$ cat config.mk
export PLATFORM = sky130hd
export DESIGN_NAME = serial_reg_port
export DESIGN_NICKNAME = d
export VERILOG_FILES = /design/src/rtl/srp_pkg.sv /design/src/rtl/srp_edge_sync.sv /design/src/rtl/srp_frame_ctl.sv /design/src/rtl/srp_reg_bank.sv /design/src/rtl/serial_reg_port.sv
export SDC_FILE = /design/constraint.sdc
export NUM_CORES = 1
export LEC_CHECK = 0
export CAP_MARGIN = 20
export CORE_ASPECT_RATIO = 0.7
export CORE_MARGIN = 2
export CORE_UTILIZATION = 44
export CTS_CLUSTER_SIZE = 8
export DETAILED_ROUTE_END_ITERATION = 10
export DONT_BUFFER_PORTS = 1
export SLEW_MARGIN = 20
export SYNTH_ARGS = -nofsm -noshare
export SYNTH_HDL_FRONTEND = slang
export SYNTH_SLANG_ARGS = --single-unit
$ cat constraint.sdc
create_clock -name clk -period 3.65 [get_ports clk]
set_clock_uncertainty 0.15 [all_clocks]
set_input_delay 0.73 -clock clk [delete_from_list [all_inputs] [get_ports clk]]
set_output_delay 0.73 -clock clk [all_outputs]
set_load 0.05 [all_outputs]
$ cat src/rtl/srp_pkg.sv
package srp_pkg;
  localparam int DATA_W = 24;
  localparam int WR_W   = 16;
  localparam int FREQ_W = 12;
  localparam int TEMP_W = 8;
  localparam int MODE_W = 8;
  localparam int NUM_W  = 16;
  localparam int DEN_W  = 12;

  localparam logic [6:0] A_FREQ = 7'h10;
  localparam logic [6:0] A_TEMP = 7'h11;
  localparam logic [6:0] A_WAVE = 7'h12;
  localparam logic [6:0] A_MODE = 7'h13;
  localparam logic [6:0] A_NUM  = 7'h45;
  localparam logic [6:0] A_DEN  = 7'h46;
  localparam logic [6:0] RSV_LO = 7'h49;
  localparam logic [6:0] RSV_HI = 7'h7D;

  typedef enum logic [1:0] {PH_CMD, PH_WR, PH_RD, PH_DONE} phase_t;

  function automatic int reg_bits(input logic [6:0] a);
    case (a)
      A_FREQ: return FREQ_W;
      A_TEMP: return TEMP_W;
      A_WAVE: return DATA_W;
      A_MODE: return MODE_W;
      A_NUM:  return NUM_W;
      A_DEN:  return DEN_W;
      default: return 8;
    endcase
  endfunction

  // bits on the wire: register width rounded up to whole bytes
  function automatic logic [4:0] xfer_bits(input logic [6:0] a);
    return 5'(8 * ((reg_bits(a) + 7) / 8));
  endfunction

  function automatic logic is_reserved(input logic [6:0] a);
    return (a >= RSV_LO) && (a <= RSV_HI);
  endfunction

  function automatic logic is_read_only(input logic [6:0] a);
    return (a == A_FREQ) || (a == A_TEMP) || (a == A_WAVE);
  endfunction
endpackage

$ cat src/rtl/srp_edge_sync.sv
module srp_edge_sync #(
  parameter int STAGES = 2
) (
  input  logic clk,
  input  logic rst_n,
  input  logic sclk,
  input  logic cs_n,
  input  logic din,
  output logic sclk_rise,
  output logic sclk_fall,
  output logic cs_hi,
  output logic din_s
);
  localparam int LAST = STAGES - 1;

  logic [STAGES-1:0] sck_p, csn_p, dat_p;
  logic sck_last;

  always_ff @(posedge clk or negedge rst_n) begin
    if (!rst_n) begin
      sck_p    <= '1;
      csn_p    <= '1;
      dat_p    <= '0;
      sck_last <= 1'b1;
    end else begin
      sck_p[0] <= sclk;
      csn_p[0] <= cs_n;
      dat_p[0] <= din;
      sck_last <= sck_p[LAST];
    end
  end

  generate
    for (genvar g = 1; g < STAGES; g++) begin : g_stage
      always_ff @(posedge clk or negedge rst_n) begin
        if (!rst_n) begin
          sck_p[g] <= 1'b1;
          csn_p[g] <= 1'b1;
          dat_p[g] <= 1'b0;
        end else begin
          sck_p[g] <= sck_p[g-1];
          csn_p[g] <= csn_p[g-1];
          dat_p[g] <= dat_p[g-1];
        end
      end
    end
  endgenerate

  assign sclk_rise = sck_p[LAST] & ~sck_last;
  assign sclk_fall = ~sck_p[LAST] & sck_last;
  assign cs_hi     = csn_p[LAST];
  assign din_s     = dat_p[LAST];

  assert_edges_exclusive_R3: assert property (@(posedge clk) disable iff (!rst_n)
    $onehot0({sclk_rise, sclk_fall}));
endmodule

$ cat src/rtl/srp_frame_ctl.sv
module srp_frame_ctl
  import srp_pkg::*;
(
  input  logic                clk,
  input  logic                rst_n,
  input  logic                sclk_rise,
  input  logic                sclk_fall,
  input  logic                cs_hi,
  input  logic                din_s,
  input  logic [DATA_W-1:0]   rd_data,
  output logic [6:0]          rd_addr,
  output logic                wr_en,
  output logic [6:0]          wr_addr,
  output logic [WR_W-1:0]     wr_data,
  output logic                dout
);
  phase_t              phase;
  logic [4:0]          cnt;
  logic [4:0]          nbits_q;
  logic [6:0]          addr_q;
  logic [DATA_W-1:0]   shreg;

  // named events for the checks
  logic [7:0]          cmd_now;
  logic [4:0]          nb_now;
  logic                cmd_done;
  logic                last_bit;
  logic [DATA_W-1:0]   shift_in;

  assign shift_in = {shreg[DATA_W-2:0], din_s};
  assign cmd_now  = shift_in[7:0];
  assign rd_addr  = cmd_now[6:0];
  assign nb_now   = xfer_bits(rd_addr);
  assign cmd_done = sclk_fall && phase == PH_CMD && cnt == 5'd7;
  assign last_bit = sclk_fall && (phase == PH_WR || phase == PH_RD) && cnt == nbits_q - 5'd1;

  always_ff @(posedge clk or negedge rst_n) begin
    if (!rst_n) begin
      phase   <= PH_CMD;
      cnt     <= '0;
      nbits_q <= '0;
      addr_q  <= '0;
      shreg   <= '0;
      wr_en   <= 1'b0;
      wr_addr <= '0;
      wr_data <= '0;
      dout    <= 1'b0;
    end else begin
      wr_en <= 1'b0;
      if (cs_hi) begin
        phase <= PH_CMD;
        cnt   <= '0;
        dout  <= 1'b0;
      end else if (sclk_fall) begin
        case (phase)
          PH_CMD: begin
            cnt   <= cnt + 5'd1;
            shreg <= shift_in;
            if (cmd_done) begin
              cnt     <= '0;
              addr_q  <= rd_addr;
              nbits_q <= nb_now;
              if (cmd_now[7]) begin
                phase <= PH_WR;
              end else begin
                phase <= PH_RD;
                shreg <= rd_data << (DATA_W - int'(nb_now));
              end
            end
          end
          PH_WR: begin
            cnt   <= cnt + 5'd1;
            shreg <= shift_in;
            if (last_bit) begin
              wr_en   <= 1'b1;
              wr_addr <= addr_q;
              wr_data <= shift_in[WR_W-1:0];
              phase   <= PH_DONE;
            end
          end
          PH_RD: begin
            cnt <= cnt + 5'd1;
            if (last_bit) phase <= PH_DONE;
          end
          default: ;
        endcase
      end else if (sclk_rise) begin
        if (phase == PH_RD) begin
          dout  <= shreg[DATA_W-1];
          shreg <= shreg << 1;
        end else begin
          dout <= 1'b0;
        end
      end
    end
  end

  assert_commit_in_frame_R9: assert property (@(posedge clk) disable iff (!rst_n)
    wr_en |-> $past(!cs_hi));
  assert_dout_quiet_R10: assert property (@(posedge clk) disable iff (!rst_n)
    cs_hi |=> !dout);
  assert_dout_after_rise_R3: assert property (@(posedge clk) disable iff (!rst_n)
    !$stable(dout) |-> ($past(sclk_rise) || $past(cs_hi)));
  assert_single_commit_R12: assert property (@(posedge clk) disable iff (!rst_n)
    wr_en |=> !wr_en);
endmodule

$ cat src/rtl/srp_reg_bank.sv
module srp_reg_bank
  import srp_pkg::*;
#(
  parameter int SAMPLE_W = 16
) (
  input  logic                clk,
  input  logic                rst_n,
  input  logic                wr_en,
  input  logic [6:0]          wr_addr,
  input  logic [WR_W-1:0]     wr_data,
  input  logic [6:0]          rd_addr,
  input  logic [FREQ_W-1:0]   freq_in,
  input  logic [TEMP_W-1:0]   temp_in,
  input  logic [SAMPLE_W-1:0] wave_in,
  output logic [DATA_W-1:0]   rd_data
);
  localparam int EXT_W = DATA_W - SAMPLE_W;

  logic [MODE_W-1:0] mode_q;
  logic [NUM_W-1:0]  num_q;
  logic [DEN_W-1:0]  den_q;

  always_ff @(posedge clk or negedge rst_n) begin
    if (!rst_n) begin
      mode_q <= '0;
      num_q  <= '0;
      den_q  <= '0;
    end else if (wr_en) begin
      case (wr_addr)
        A_MODE: mode_q <= wr_data[MODE_W-1:0];
        A_NUM:  num_q  <= wr_data[NUM_W-1:0];
        A_DEN:  den_q  <= wr_data[DEN_W-1:0];
        default: ;
      endcase
    end
  end

  always_comb begin
    case (rd_addr)
      A_FREQ:  rd_data = DATA_W'(freq_in);
      A_TEMP:  rd_data = DATA_W'(temp_in);
      A_WAVE:  rd_data = {{EXT_W{wave_in[SAMPLE_W-1]}}, wave_in};
      A_MODE:  rd_data = DATA_W'(mode_q);
      A_NUM:   rd_data = DATA_W'(num_q);
      A_DEN:   rd_data = DATA_W'(den_q);
      default: rd_data = '0;
    endcase
  end

  assert_reserved_write_dropped_R7: assert property (@(posedge clk) disable iff (!rst_n)
    (wr_en && is_reserved(wr_addr)) |=> ($stable(mode_q) && $stable(num_q) && $stable(den_q)));
  assert_read_only_write_dropped_R6: assert property (@(posedge clk) disable iff (!rst_n)
    (wr_en && is_read_only(wr_addr)) |=> ($stable(mode_q) && $stable(num_q) && $stable(den_q)));
  assert_reserved_reads_zero_R7: assert property (@(posedge clk) disable iff (!rst_n)
    is_reserved(rd_addr) |-> (rd_data == '0));
  assert_pad_nibble_zero_R5: assert property (@(posedge clk) disable iff (!rst_n)
    (rd_addr == A_DEN || rd_addr == A_FREQ) |-> (rd_data[DATA_W-1:12] == '0));
  assert_wave_sign_R8: assert property (@(posedge clk) disable iff (!rst_n)
    (rd_addr == A_WAVE) |-> ($countones(rd_data[DATA_W-1:SAMPLE_W-1]) == 0 ||
                             $countones(rd_data[DATA_W-1:SAMPLE_W-1]) == EXT_W + 1));
endmodule

$ cat src/rtl/serial_reg_port.sv
module serial_reg_port
  import srp_pkg::*;
#(
  parameter int SYNC_STAGES = 2,
  parameter int SAMPLE_W    = 16
) (
  input  logic                clk,
  input  logic                rst_n,
  input  logic                sclk,
  input  logic                cs_n,
  input  logic                din,
  output logic                dout,
  input  logic [FREQ_W-1:0]   freq_in,
  input  logic [TEMP_W-1:0]   temp_in,
  input  logic [SAMPLE_W-1:0] wave_in
);
  logic              sclk_rise, sclk_fall, cs_hi, din_s;
  logic [6:0]        rd_addr, wr_addr;
  logic              wr_en;
  logic [WR_W-1:0]   wr_data;
  logic [DATA_W-1:0] rd_data;

  srp_edge_sync #(.STAGES(SYNC_STAGES)) u_sync (
    .clk(clk), .rst_n(rst_n), .sclk(sclk), .cs_n(cs_n), .din(din),
    .sclk_rise(sclk_rise), .sclk_fall(sclk_fall), .cs_hi(cs_hi), .din_s(din_s)
  );

  srp_frame_ctl u_ctl (
    .clk(clk), .rst_n(rst_n), .sclk_rise(sclk_rise), .sclk_fall(sclk_fall),
    .cs_hi(cs_hi), .din_s(din_s), .rd_data(rd_data), .rd_addr(rd_addr),
    .wr_en(wr_en), .wr_addr(wr_addr), .wr_data(wr_data), .dout(dout)
  );

  srp_reg_bank #(.SAMPLE_W(SAMPLE_W)) u_bank (
    .clk(clk), .rst_n(rst_n), .wr_en(wr_en), .wr_addr(wr_addr), .wr_data(wr_data),
    .rd_addr(rd_addr), .freq_in(freq_in), .temp_in(temp_in), .wave_in(wave_in),
    .rd_data(rd_data)
  );
endmodule

==> flow_summary.json, run 1 <==
{
  "timing.critical_path.required_ns": 3.74,
  "clk_pin_slew_ns": 0.07,
  "timing.setup.critical_path_class": "reg2reg",
  "synthCells": 446,
  "via_count_of_the_first_global_routing_pass": 3538,
  "yosysTopAreaCell": "sky130_fd_sc_hd__dfrtp_1",
  "cts_num_sinks": 108,
  "total_power_w": 0.00265,
  "count_of_input_and_output_buffers": 0,
  "postCtsSetupRepairBufs": 0,
  "grt_start_max_net_pins": 104,
  "vdd.ir_drop.worst_mv": 0.235,
  "fin_util": 0.495,
  "r2r_start": "u_ctl.shreg[2]",
  "synth-warning-count": 0,
  "synth_edf_count": 0,
  "postCtsResizedCells": 0,
  "reg2reg_depth": 10,
  "synthesis.area_per_instance_um2": 11.9,
  "worst_slew_margin_rel": 0.534,
  "fp.coreArea_um2": 11800,
  "finalCritPeriodShare": 0.839,
  "grt_first_pass_wirelength_um": 19700,
  "detail_route.wirelength_um": 12200,
  "detail-route-antenna-nets": 0,
  "ctsRootBufferMaster": "sky130_fd_sc_hd__clkbuf_16",
  "max_slew.worst_pin.slew_ns": 0.692,
  "synth.most_common_cell": "sky130_fd_sc_hd__dfrtp_1",
  "synthToLayoutAreaGrowth_pct": 9.47,
  "pre_cts_slack_ns": 0.622,
  "routed-via-count": 3632,
  "clk_latency_ns": 0.35,
  "rr_endpoint": "u_ctl.shreg[20]",
  "worst_path_max_delay_cell": "sky130_fd_sc_hd__or4b_4",
  "io-pin-count": 42,
  "rsz_0062_raised_after_global_routing": "no",
  "dr.pass1.iters": 5,
  "r2r_slack_ns": 0.59,
  "row_count": 33,
  "count_of_endpoints_failing_hold_in_the_final_timing_report": 0,
  "clock_path_buffers": 2,
  "critical_path.cell_chain": "or4b_4 -> or2_2 -> nor2_1 -> a21oi_1 -> nor2_1 -> ha_1 -> o21ai_1 -> nand3_1 -> a21oi_1 -> a221o_1",
  "cts.hold.buffers_added": 1,
  "cts_made_buffers": 9,
  "avgRoutedWirePerCell_um": 20.2,
  "pwr_density_cell_nw_per_um2": 455,
  "synth_commonest_cells": "sky130_fd_sc_hd__dfrtp_1, sky130_fd_sc_hd__mux2_2, sky130_fd_sc_hd__nand2_1, sky130_fd_sc_hd__clkbuf_1, sky130_fd_sc_hd__a22oi_1",
  "layout_setup_ws_ns": 0.588,
  "postSynth.topFlopCell": "sky130_fd_sc_hd__dfrtp_1",
  "drt_iter0_drc": 286,
  "antenna_found_initial": 1,
  "cts_h_tree_depth": 3,
  "setup_tns_ns": 0,
  "synthDistinctLibCells": 58,
  "synth_top_cells_by_area": "sky130_fd_sc_hd__dfrtp_1, sky130_fd_sc_hd__mux2_2, sky130_fd_sc_hd__a22oi_1",
  "die-height_um": 96.0,
  "floorplan.initialDensity": 0.453,
  "hp-class": "in2async",
  "cp-start-kind": "flip-flop",
  "dpl.hpwl_um": 8380,
  "grt_usage": 0.201,
  "yosysSeqAreaShare": 0.509,
  "proportion_of_layout_cells_with_a_drive_suffix_above_1": 0.293,
  "outcome": "completed",
  "critPathCaptureType": "flip-flop",
  "maxCapViolCount": 0,
  "postSynthNetCount": 494,
  "finalHoldWorstSlack_ns": 0.0661,
  "synth_area_um2": 5330,
  "route.detailed.vias_per_inst": 6.01,
  "critical-path-max-stage-delay_ns": 0.61,
  "globalplace.congestion": 0.869,
  "cellLeakagePower_nw": 2.53,
  "worst-path-max-fanout": 9,
  "finalSetupViolations": 0,
  "synth_top_area_share": 0.484,
  "fin_nets": 490,
  "maxClockFrequency_mhz": 327,
  "final_max_slew_viol_count": 0,
  "fp.dieArea_um2": 13000,
  "drc": 0,
  "synth-seq-cells": 108,
  "timing.critical_path.arrival_ns": 3.15,
  "globalRouteOverflowTotal": 0,
  "timing.final.crit_period_ns": 3.06,
  "num_antenna_cells": 0,
  "async_flop_share": 1.00,
  "die-width_um": 135,
  "cts_tree": "yes"
}
worst max-delay path: cells and delay by family, from the launching register on:
kind	cells	cell delay, ns
simple gates	5	1.49
compound gates	4	0.64
flops	1	0.46
fa+ha+maj	1	0.20
cells by family (layout without fill, tap and decap cells):
logic type / Yosys count / count (layout) / share of synthesized area
muxes: 87 / 87 / 0.192
xor gates and xnor gates: 3 / 3 / 0.00494
and+or+nand+nor: 104 / 104 / 0.117
AOI/OAI and AO/OA: 98 / 98 / 0.129
adders and majority gates: 7 / 7 / 0.0164
DFF: 108 / 108 / 0.509
buffers and inverters: 39 / 40 / 0.0310
report_power, final:
| part | total [W] | switching [W] | internal, W |
|---|---|---|---|
| sequential | 0.00141 | 0.000111 | 0.00130 |
| clock | 0.000967 | 0.000457 | 0.000509 |
| combinational | 0.000281 | 0.000145 | 0.000136 |
| total | 0.00265 | 0.000714 | 0.00194 |
area by class of cell:
class,count,area (um^2)
sequential,108,2710
timing repair buffer,15,133
multi-input combinational,299,2460
inverter,9,33.8
clock buffer,11,253
tap,157,196
fill,1047,5940
clock inverter,5,45.0
sequential cells by signal, indices dropped and copies added, names as in the netlist, 5 cells and up:
| name | flops |
|---|---|
| u_bank.den_q | 12 |
| u_bank.mode_q | 8 |
| u_bank.num_q | 16 |
| u_ctl.addr_q | 7 |
| u_ctl.cnt | 5 |
| u_ctl.shreg | 24 |
| u_ctl.wr_addr | 7 |
| u_ctl.wr_data | 16 |
worst max-delay path by stage:
stage | endpoint | slack, ns | start | cells past startpoint
finish | u_ctl.shreg[20] | 0.59 | u_ctl.shreg[2] | 10
CTS | u_ctl.shreg[22] | 0.62 | u_ctl.shreg[2] | 10
global placement | u_ctl.shreg[20] | 0.71 | u_ctl.shreg[2] | 8
global route | u_ctl.shreg[20] | 0.39 | u_ctl.shreg[2] | 10
detailed placement | u_ctl.shreg[20] | 0.62 | u_ctl.shreg[2] | 10
floorplan | u_ctl.shreg[20] | 0.61 | u_ctl.shreg[2] | 11
stage by stage:
stage                     cells  cell area (um^2)
after floorplan             446              5330
after global placement      587              5500
after global routing        604              5830
final                       604              5830
after detailed placement    587              5500
after CTS                   604              5830
layout by cell type, fill, tap and decap left out, types with 3 or more instances in the layout:
cell type and instances:
sky130_fd_sc_hd__nor2_1 19, sky130_fd_sc_hd__o22a_1 3, sky130_fd_sc_hd__nand4b_1 3, sky130_fd_sc_hd__or2_2 4, sky130_fd_sc_hd__o21ai_0 14, sky130_fd_sc_hd__nand2_1 24, sky130_fd_sc_hd__o211ai_1 3, sky130_fd_sc_hd__dfrtp_1 103
sky130_fd_sc_hd__or3_1 4, sky130_fd_sc_hd__o221ai_1 4, sky130_fd_sc_hd__a22oi_1 22, sky130_fd_sc_hd__o22ai_1 6, sky130_fd_sc_hd__a22o_1 8, sky130_fd_sc_hd__ha_1 7, sky130_fd_sc_hd__nor3b_1 6, sky130_fd_sc_hd__mux2_2 72
sky130_fd_sc_hd__nor3_1 5, sky130_fd_sc_hd__o21ai_1 3, sky130_fd_sc_hd__a21oi_1 19, sky130_fd_sc_hd__clkinv_4 3, sky130_fd_sc_hd__inv_1 9, sky130_fd_sc_hd__a221o_1 3, sky130_fd_sc_hd__buf_4 14, sky130_fd_sc_hd__dfstp_2 5
sky130_fd_sc_hd__mux2i_1 10, sky130_fd_sc_hd__clkbuf_16 9, sky130_fd_sc_hd__nand4bb_1 4, sky130_fd_sc_hd__mux4_2 5, sky130_fd_sc_hd__nor2b_1 7, sky130_fd_sc_hd__nand3_1 8
per-layer routing:
layer / GRT usage / part of all wire
met1: 0.294 / 0.47
met2: 0.295 / 0.45
met3: 0.0563 / 0.069
met4: 0.0477 / 0.010
met5: 0 / 0.0011
No activity file was read; power rests on OpenSTA's default activity.
==> run 2: changes to the inputs <==
==> constraint.sdc (replaced) <==
create_clock -name clk -period 2.6 [get_ports clk]
set_clock_uncertainty 0.15 [all_clocks]
set_input_delay 0.52 -clock clk [delete_from_list [all_inputs] [get_ports clk]]
set_output_delay 0.52 -clock clk [all_outputs]
set_load 0.05 [all_outputs]
==> run 2 against run 1 <==
- sequential share of layout area is 2.6 points lower
- first-iteration DRC count grew 31%
- global-route usage grew 0.19 points
- total power rose by 40%
- the run now ends with hold timing, setup timing left
==> flow_summary.json, run 2 (same netlist as run 1, synthesis figures left out) <==
{
  "cp_top_family": "simple AND/OR/NAND/NOR gates",
  "total_power_w": 0.00372,
  "globalplace.congestion": 0.858,
  "timing.final.crit_period_ns": 2.61,
  "grt_usage": 0.203,
  "io-pin-count": 42,
  "fin_nets": 519,
  "critPathCaptureType": "flip-flop",
  "outcome": "finished with violations",
  "finalSetupViolations": 3,
  "finalHoldWorstSlack_ns": -0.283,
  "timing.critical_path.mode_cell": "sky130_fd_sc_hd__or3_4",
  "timing.setup.critical_path_class": "reg2reg",
  "row_count": 33,
  "largest_reg_flops": 24,
  "antenna_found_initial": 0,
  "fp.dieArea_um2": 13000,
  "drt_iter0_drc": 375,
  "cp-start-kind": "flip-flop",
  "dpl.hpwl_um": 8560,
  "detail_route.wirelength_um": 12400,
  "grt_first_pass_wirelength_um": 20000,
  "critical_path.cell_chain": "or4b_4 -> or2_4 -> nor2_4 -> a21oi_2 -> nor2_2 -> ha_4 -> or3_4 -> nand3_4 -> or3_4 -> o31ai_4",
  "maxClockFrequency_mhz": 383,
  "fin_util": 0.525,
  "die-height_um": 96.0,
  "worst_path_max_delay_cell": "sky130_fd_sc_hd__or4b_4",
  "finalCritPeriodShare": 1.00,
  "via_count_of_the_first_global_routing_pass": 3709,
  "layout_setup_ws_ns": -0.0116,
  "pre_cts_slack_ns": -0.0363,
  "maxCapViolCount": 0,
  "layout.cell_area.non_filler_um2": 6180,
  "route.detailed.vias_per_inst": 5.96,
  "avgRoutedWirePerCell_um": 19.6,
  "routed-via-count": 3771,
  "mostFrequentLayoutCell": "sky130_fd_sc_hd__dfrtp_1",
  "reg.largest.list": "u_ctl.shreg: 24 flops, u_bank.num_q: 16 flops, u_ctl.wr_data: 16 flops",
  "timing.critical_path.arrival_ns": 2.73,
  "worst_slew_margin_rel": 0.580,
  "drc": 0,
  "num_antenna_cells": 0,
  "r2r_slack_ns": -0.01,
  "cellLeakagePower_nw": 2.69,
  "clock_path_buffers": 2,
  "dpl-instance-area_um2": 5720,
  "pwr_density_cell_nw_per_um2": 602,
  "timing.critical_path.buf_inv": 0,
  "setup_tns_ns": -0.0199,
  "most-common-layout-cells": "sky130_fd_sc_hd__dfrtp_1, sky130_fd_sc_hd__mux2_2, sky130_fd_sc_hd__buf_4",
  "vdd.ir_drop.worst_mv": 0.323,
  "fp.coreArea_um2": 11800,
  "grt_start_max_net_pins": 109,
  "timing.critical_path.required_ns": 2.72,
  "cts_made_buffers": 9,
  "max_slew.worst_pin.slew_ns": 0.630,
  "floorplan.initialDensity": 0.453,
  "fillers": 1025,
  "count_of_endpoints_failing_hold_in_the_final_timing_report": 108,
  "cts_num_sinks": 108,
  "max_flop_register": "u_ctl.shreg",
  "final_max_slew_viol_count": 0,
  "globalRouteOverflowTotal": 0,
  "worst-path-max-fanout": 7,
  "cts_tree": "yes",
  "die-width_um": 135,
  "clk_pin_slew_ns": 0.07,
  "critical-path-max-stage-delay_ns": 0.54,
  "rsz_0062_raised_after_global_routing": "yes",
  "clk_latency_ns": 0.35,
  "hp-class": "in2async",
  "cts_h_tree_depth": 3,
  "failed_checks": "hold timing, setup timing",
  "detail-route-antenna-nets": 0,
  "count_of_input_and_output_buffers": 0,
  "proportion_of_layout_cells_with_a_drive_suffix_above_1": 0.374,
  "ctsRootBufferMaster": "sky130_fd_sc_hd__clkbuf_16",
  "dr.pass1.iters": 5,
  "synthToLayoutAreaGrowth_pct": 16.0
}
[run 2: cell count changes in the layout (fill, tap and decap cells not counted), moves of 3 or more]
cell / delta
sky130_fd_sc_hd__a21oi_1: -3
sky130_fd_sc_hd__or2_2: -3
sky130_fd_sc_hd__o221ai_2: +3
sky130_fd_sc_hd__buf_4: +25
sky130_fd_sc_hd__or2_4: +3
sky130_fd_sc_hd__nand3_1: -3
sky130_fd_sc_hd__nor2_1: -3
sky130_fd_sc_hd__a21oi_2: +3
sky130_fd_sc_hd__o221ai_1: -3
[run 2: layer usage]
layer  GRT usage  vias to the layer above  routed length [um]
met5           0                        -                   0
met2       0.288                      115                5410
met4      0.0451                        0                 131
met1       0.308                     1925                6010
met3      0.0548                       18                 850
li1            -                     1713                   -
[run 2: path summary, 6_finish.rpt]
| check | cells past startpoint | start | to |
|---|---|---|---|
| max | 10 | u_ctl.shreg[4] | u_ctl.shreg[7] |
| min | 0 | rst_n | u_ctl.phase[0] |
| max reg2reg | 10 | u_ctl.shreg[4] | u_ctl.shreg[7] |
| min reg2reg | 0 | u_sync.dat_p[0] | u_sync.din_s |
| max in group asynchronous | 0 | rst_n | u_ctl.nbits_q[4] |
| min in group clk | 0 | din | u_sync.dat_p[0] |
[run 2: metrics by stage]
| step | hold WS (ns) | cells |
|---|---|---|
| 3_5_place_dp | 0.0807 | 610 |
| 2_1_floorplan | 0.0744 | 446 |
| 5_1_grt | -0.308 | 633 |
| 4_1_cts | -0.296 | 629 |
| 6_report | -0.283 | 633 |
| 3_3_place_gp | 0.0800 | 610 |
[run 2: worst register-to-register path, stage by stage, from the launching register on]
cell and delay (ns):
sky130_fd_sc_hd__dfrtp_1 0.39, sky130_fd_sc_hd__or4b_4 0.54, sky130_fd_sc_hd__or2_4 0.26, sky130_fd_sc_hd__nor2_4 0.08, sky130_fd_sc_hd__a21oi_2 0.04, sky130_fd_sc_hd__nor2_2 0.16, sky130_fd_sc_hd__ha_4 0.15, sky130_fd_sc_hd__or3_4 0.14
sky130_fd_sc_hd__nand3_4 0.10, sky130_fd_sc_hd__or3_4 0.37, sky130_fd_sc_hd__o31ai_4 0.16
[run 2: cell type report]
type                    instances  area (um^2)  area share
flip-flops and latches        108         2710       0.438
clock buffers                  10          229      0.0371
well taps                     157          196      0.0318
clock inverters                 6         46.3     0.00749
multi-input cells             299         2600       0.421
inverters                       9         33.8     0.00547
repair buffers                 44          364      0.0589
[run 2: report_power, final]
group	leakage (nW)	internal [W]	total (W)	switching (W)
Clock	0.129	0.000657	0.00128	0.000627
Combinational	1.12	0.000255	0.000502	0.000247
Sequential	1.44	0.00182	0.00193	0.000114
[run 2: timing repair]
action	4_1_cts	5_1_grt
endpoints found under the hold margin	108	110
pin swaps	5	11
buffers inserted	3	2
endpoints found under the setup margin	8	23
gates resized for setup	2	25
